===== src/rtl/rst_coord_pkg.sv =====
package rst_coord_pkg;
  localparam int TGT_N   = 3;
  localparam int STATE_W = 3;
  localparam int TGT_DAC = 0;
  localparam int TGT_ADC = 1;
  localparam int TGT_NET = 2;

  typedef logic [TGT_N-1:0]   tgt_vec_t;
  typedef logic [STATE_W-1:0] phase_t;

  localparam phase_t PHASE_BOOT = '0;

  function automatic int pick_lat(input int idx, input int l_dac, input int l_adc, input int l_net);
    if (idx == TGT_DAC) return l_dac;
    if (idx == TGT_ADC) return l_adc;
    return l_net;
  endfunction
endpackage


===== src/rtl/rst_phase_trigger.sv =====
module rst_phase_trigger
  import rst_coord_pkg::*;
(
  input  logic     clk,
  input  logic     rst,
  input  phase_t   phase_code,
  input  tgt_vec_t tgt_en,
  output logic     start_any,
  output tgt_vec_t tgt_start
);
  logic hit;
  logic seen_q;
  logic fire;

  assign hit  = (phase_code == PHASE_BOOT);
  assign fire = hit & ~seen_q;

  always_ff @(posedge clk) begin
    if (rst) begin
      seen_q    <= 1'b0;
      start_any <= 1'b0;
      tgt_start <= '0;
    end else begin
      seen_q    <= hit;
      start_any <= fire;
      tgt_start <= fire ? tgt_en : '0;
    end
  end
endmodule


===== src/rtl/rst_target_model.sv =====
module rst_target_model #(
  parameter int LAT   = 4,
  parameter int CNT_W = 3
) (
  input  logic clk,
  input  logic rst,
  input  logic start,
  output logic done
);
  localparam logic [CNT_W-1:0] LOAD = CNT_W'(LAT);
  localparam logic [CNT_W-1:0] LAST = CNT_W'(1);

  logic [CNT_W-1:0] cnt_q;
  logic             busy_q;

  always_ff @(posedge clk) begin
    if (rst) begin
      cnt_q  <= '0;
      busy_q <= 1'b0;
      done   <= 1'b0;
    end else if (start) begin
      cnt_q  <= LOAD;
      busy_q <= 1'b1;
      done   <= 1'b0;
    end else if (busy_q) begin
      if (cnt_q == LAST) begin
        cnt_q  <= '0;
        busy_q <= 1'b0;
        done   <= 1'b1;
      end else begin
        cnt_q <= cnt_q - LAST;
      end
    end
  end
endmodule


===== src/rtl/rst_done_gate.sv =====
module rst_done_gate
  import rst_coord_pkg::*;
(
  input  logic     clk,
  input  logic     rst,
  input  logic     start_any,
  input  tgt_vec_t tgt_en,
  input  tgt_vec_t tgt_done,
  output logic     phase_adv
);
  logic all_ok;
  logic ok_q;
  logic armed_q;
  logic rise;

  // a disabled target is treated as finished
  assign all_ok = &(tgt_done | ~tgt_en);
  assign rise   = armed_q & ~start_any & all_ok & ~ok_q;

  always_ff @(posedge clk) begin
    if (rst) begin
      ok_q      <= 1'b0;
      armed_q   <= 1'b0;
      phase_adv <= 1'b0;
    end else begin
      phase_adv <= rise;
      ok_q      <= start_any ? 1'b0 : all_ok;
      if (start_any)  armed_q <= 1'b1;
      else if (rise)  armed_q <= 1'b0;
    end
  end
endmodule


===== src/rtl/rst_phase_coord.sv =====
module rst_phase_coord
  import rst_coord_pkg::*;
#(
  parameter int DAC_CYCLES = 5,
  parameter int ADC_CYCLES = 9,
  parameter int NET_CYCLES = 3
) (
  input  logic         clk,
  input  logic         rst,
  input  logic [2:0]   phase_code,
  input  logic [2:0]   tgt_en,
  output logic [2:0]   tgt_start,
  output logic [2:0]   tgt_done,
  output logic         phase_adv
);
  localparam int MAX_AB = (DAC_CYCLES > ADC_CYCLES) ? DAC_CYCLES : ADC_CYCLES;
  localparam int MAX_C  = (MAX_AB > NET_CYCLES) ? MAX_AB : NET_CYCLES;
  localparam int CNT_W  = $clog2(MAX_C + 1);

  logic start_any;

  rst_phase_trigger u_trig (
    .clk        (clk),
    .rst        (rst),
    .phase_code (phase_code),
    .tgt_en     (tgt_en),
    .start_any  (start_any),
    .tgt_start  (tgt_start)
  );

  for (genvar i = 0; i < TGT_N; i++) begin : g_tgt
    localparam int LAT_I = pick_lat(i, DAC_CYCLES, ADC_CYCLES, NET_CYCLES);
    rst_target_model #(.LAT(LAT_I), .CNT_W(CNT_W)) u_model (
      .clk   (clk),
      .rst   (rst),
      .start (tgt_start[i]),
      .done  (tgt_done[i])
    );
  end

  rst_done_gate u_gate (
    .clk       (clk),
    .rst       (rst),
    .start_any (start_any),
    .tgt_en    (tgt_en),
    .tgt_done  (tgt_done),
    .phase_adv (phase_adv)
  );
endmodule


===== config.mk =====
export PLATFORM = sky130hd
export DESIGN_NAME = rst_phase_coord
export DESIGN_NICKNAME = d
export VERILOG_FILES = /design/src/rtl/rst_coord_pkg.sv /design/src/rtl/rst_phase_trigger.sv /design/src/rtl/rst_target_model.sv /design/src/rtl/rst_done_gate.sv /design/src/rtl/rst_phase_coord.sv
export SDC_FILE = /design/constraint.sdc
export NUM_CORES = 1
export LEC_CHECK = 0
export ABC_CLOCK_PERIOD_IN_PS = 3700
export BUFFER_PORTS_ARGS = -buffer_cell sky130_fd_sc_hd__buf_2
export CORE_ASPECT_RATIO = 0.6
export CORE_MARGIN = 1.5
export CORE_UTILIZATION = 50
export CTS_CLUSTER_SIZE = 25
export DETAILED_ROUTE_END_ITERATION = 8
export GPL_ROUTABILITY_DRIVEN = 0
export HOLD_SLACK_MARGIN = 0.1
export PLACE_DENSITY = 0.77
export SYNTH_ARGS = -nofsm -noshare
export SYNTH_HDL_FRONTEND = slang
export SYNTH_SLANG_ARGS = --single-unit

===== constraint.sdc =====
create_clock -name clk -period 3.7 [get_ports clk]
set_clock_uncertainty 0.2 [all_clocks]
set_input_delay 0 -clock clk [delete_from_list [all_inputs] [get_ports clk]]
set_output_delay 0 -clock clk [all_outputs]
set_load 0.01 [all_outputs]

==> qor.txt <==
status: completed
1st-iter DRT viols: 29
Routed wire per std cell: 12.58 microns
Crit path arrival time: 2640 ps
Netlist cell types: 32
CTS tree: done
simple-gate share of the synthesized area: 20.18%
port bufs: 14
starting density of the core: 52.56%
CTS Sinks: 26
routed wire length: 2113 microns
io pins: 15
initial antenna violation count: 0
min cycle time layout: 2631 ps
Detail Placement HPWL: 1543 microns
Synthesis Warnings: 0
H-tree depth: 1
worst vdd ir: 0.0002588 V
data required time of the worst path: 3710 ps
max incr delay on CP: 620 ps
CP dominant cell by count: dlygate4sd3_1
Final Hold Viols: 0
Worst Setup Path Type: in2reg
fin cells: 168
Clock transition at path regs: 80 ps
worst-case clock buffer depth: 2
max cap viols: 0
Synth Area in Compound Gates: 12.75%
Mapped Nets: 133
R2R setup slack: 2070 ps
total power: 510.0 uW
Final nets: 153
synthesized area: 1129 sq um
Core ar.: 2147 sq um
Seq cells post-synth: 26
Die X: 64.34 microns
TritonRoute pass-1 iters: 4
Die Y: 39.80 microns
Root Buffer: clkbuf_8
Final Cycle Share: 71.10%
PwrDens: 384.2 nW/um^2
Post-Synth Adder-Cell Area: 6.652%
PostCTS Resize Cnt: 0
dpl cells: 155
Vias/cell: 4.982
main combinational cell family by area after synthesis: simple AND/OR/NAND/NOR gates
Overflow after GRT: 0
post-synthesis cell count: 119
Setup crit end kind: register
# diodes: 0
CP Max Fanout: 21
GR Util All Layers: 17.90%
Post-Syn Area per Cell: 9.484 sq um
final core occ: 61.83%
DR vias: 837
XOR/XNOR share of the synthesized area: 3.104%
drt drc: 0
Slew headroom: 72.17%
crit path cell chain: dlygate4sd3_1 > buf_2 > or4_4 > dlygate4sd3_1 > nor2_4 > and2_1 > dlygate4sd3_1
worst slew pin tran: 406.9 ps
Core Rows: 13
area delta synth->final: 17.63%
Final setup viols: 0
Die Area: 2561 sq um
fmax: 380.1 MHz
crit start category: primary input
Pleak: 0.5202 nW
portion of netlist area occupied by mux cells: 1.774%
Final Max Slew Viols: 0
Final TNS setup: 0 ps
CP max-delay cell: dlygate4sd3_1
post-synthesis sequential area ratio: 46.12%
antenna-violating nets left: 0
RSZ-0062 raised after global routing: false
largest net degree at the start of global routing: 22
Worst Hold Class: reg2reg
Worst-Skew Late Latency: 270 ps
number of global-route vias before repair: 757
share of cells above drive strength 1: 18.12%
TritonCTS Buffers: 3
first-pass GRT wire length: 3277 microns
==> cell usage after synthesis <==
cell / number / share of area (%)
nor4bb_1: 1 / 0.89
nand2b_1: 3 / 1.7
o31a_1: 1 / 0.78
a31oi_1: 2 / 1.1
buf_2: 1 / 0.44
buf_4: 6 / 4.0
or3_1: 3 / 1.7
o221ai_1: 1 / 0.78
mux2i_1: 2 / 1.8
nor4b_2: 2 / 2.7
xor2_1: 1 / 0.78
a2111oi_0: 2 / 1.6
nor4b_1: 1 / 0.78
nor3_1: 7 / 3.1
inv_1: 14 / 4.7
nor4_1: 1 / 0.55
dfxtp_1: 26 / 46
a21bo_2: 2 / 1.8
and3_1: 1 / 0.55
ha_1: 6 / 6.7
nor2_1: 9 / 3.0
xnor2_1: 3 / 2.3
or4_4: 1 / 1.0
nor2b_1: 2 / 1.1
a21oi_1: 9 / 4.0
nor2_4: 1 / 1.0
and2_1: 1 / 0.55
a311oi_1: 1 / 0.78
nand2_1: 5 / 1.7
a211oi_2: 1 / 1.1
buf_1: 1 / 0.33
o21ai_0: 2 / 0.89
==> layer usage <==
layer / up-vias / GRT usage (%) / share of wire [%]
met5: - / 0 / 0
met4: 0 / 6.383 / 0.90
met3: 2 / 6.034 / 2.4
met2: 12 / 30.73 / 46
met1: 383 / 21.48 / 50
li1: 440 / - / -
==> cells in the final DEF (no fill, tap or decap), types with 2 or more instances in the layout <==
master         instances
dfxtp_1               26
inv_1                 14
buf_2                 14
a21oi_1                9
nor2_1                 9
dlygate4sd3_1          9
nor3_1                 7
ha_1                   6
nand2_1                5
clkbuf_8               4
nand2b_1               3
or3_1                  3
xnor2_1                3
o21ai_0                2
nor2b_1                2
a21bo_2                2
nor4b_2                2
mux2i_1                2
a31oi_1                2
a2111oi_0              2
==> stage by stage <==
stage / cell area [sq um] / hold WS, ps / worst slack, ps
2_1_floorplan: 1129 / -78.29 / 2199
3_3_place_gp: 1182 / 24.47 / 2175
3_5_place_dp: 1182 / 29.79 / 2103
4_1_cts: 1328 / 254.9 / 1099
5_1_grt: 1328 / 292.8 / 1036
6_report: 1328 / 251.5 / 1069
==> where the power goes <==
part | switching (mW) | leakage [nW] | internal, mW | total (mW)
logic | 0.0177 | 0.281 | 0.0191 | 0.0368
clock network | 0.0832 | 0.0288 | 0.0951 | 0.178
registers | 0.00802 | 0.210 | 0.287 | 0.295
==> state kept, by name, summed over array words and instances, names as in the netlist <==
register / count
g_tgt.u_model.busy_q: 3
g_tgt.u_model.cnt_q: 12
g_tgt.u_model.done: 3
u_gate.armed_q: 1
u_gate.ok_q: 1
u_gate.phase_adv: 1
u_trig.seen_q: 1
u_trig.start_any: 1
u_trig.tgt_start: 3
==> what timing repair did <==
item,4_1_cts,5_1_grt
hold buffers,9,0
endpoints found under the hold margin,24,0
setup endpoints to repair,0,0
setup buffers,0,0
==> worst max-delay path, delay by kind of cell <==
kind	cells	cell delay [ps]
AND/OR/NAND/NOR	3	690
buffers and inverters	4	1940
==> cell type report <==
cell class / count / area (sq um)
multi-input cells: 71 / 501.7
well taps: 30 / 37.54
flip-flops and latches: 26 / 520.5
clock buffers: 4 / 55.05
repair buffers: 23 / 160.2
fillers: 191 / 819.5
inverters: 14 / 52.55
==> cell families (layout without fill, tap and decap cells) <==
| group | count (synthesis) | in the layout |
|---|---|---|
| AOI/OAI and AO/OA | 21 | 21 |
| xor gates and xnor gates | 4 | 4 |
| adders and majority gates | 6 | 6 |
| buffers and inverters | 22 | 41 |
| DFF | 26 | 26 |
| muxes | 2 | 2 |
| and+or+nand+nor | 38 | 38 |
==> worst paths after layout <==
| kind | depth (start not counted) | end | from |
|---|---|---|---|
| hold / removal | 2 | u_gate.phase_adv | u_gate.armed_q |
| hold reg to reg | 2 | u_gate.phase_adv | u_gate.armed_q |
| setup / recovery | 7 | u_trig.tgt_start[2] | rst |
| setup reg to reg | 5 | g_tgt[1].u_model.cnt_q[2] | g_tgt[1].u_model.cnt_q[1] |
Note: power is estimated with default switching activity, not from simulation.
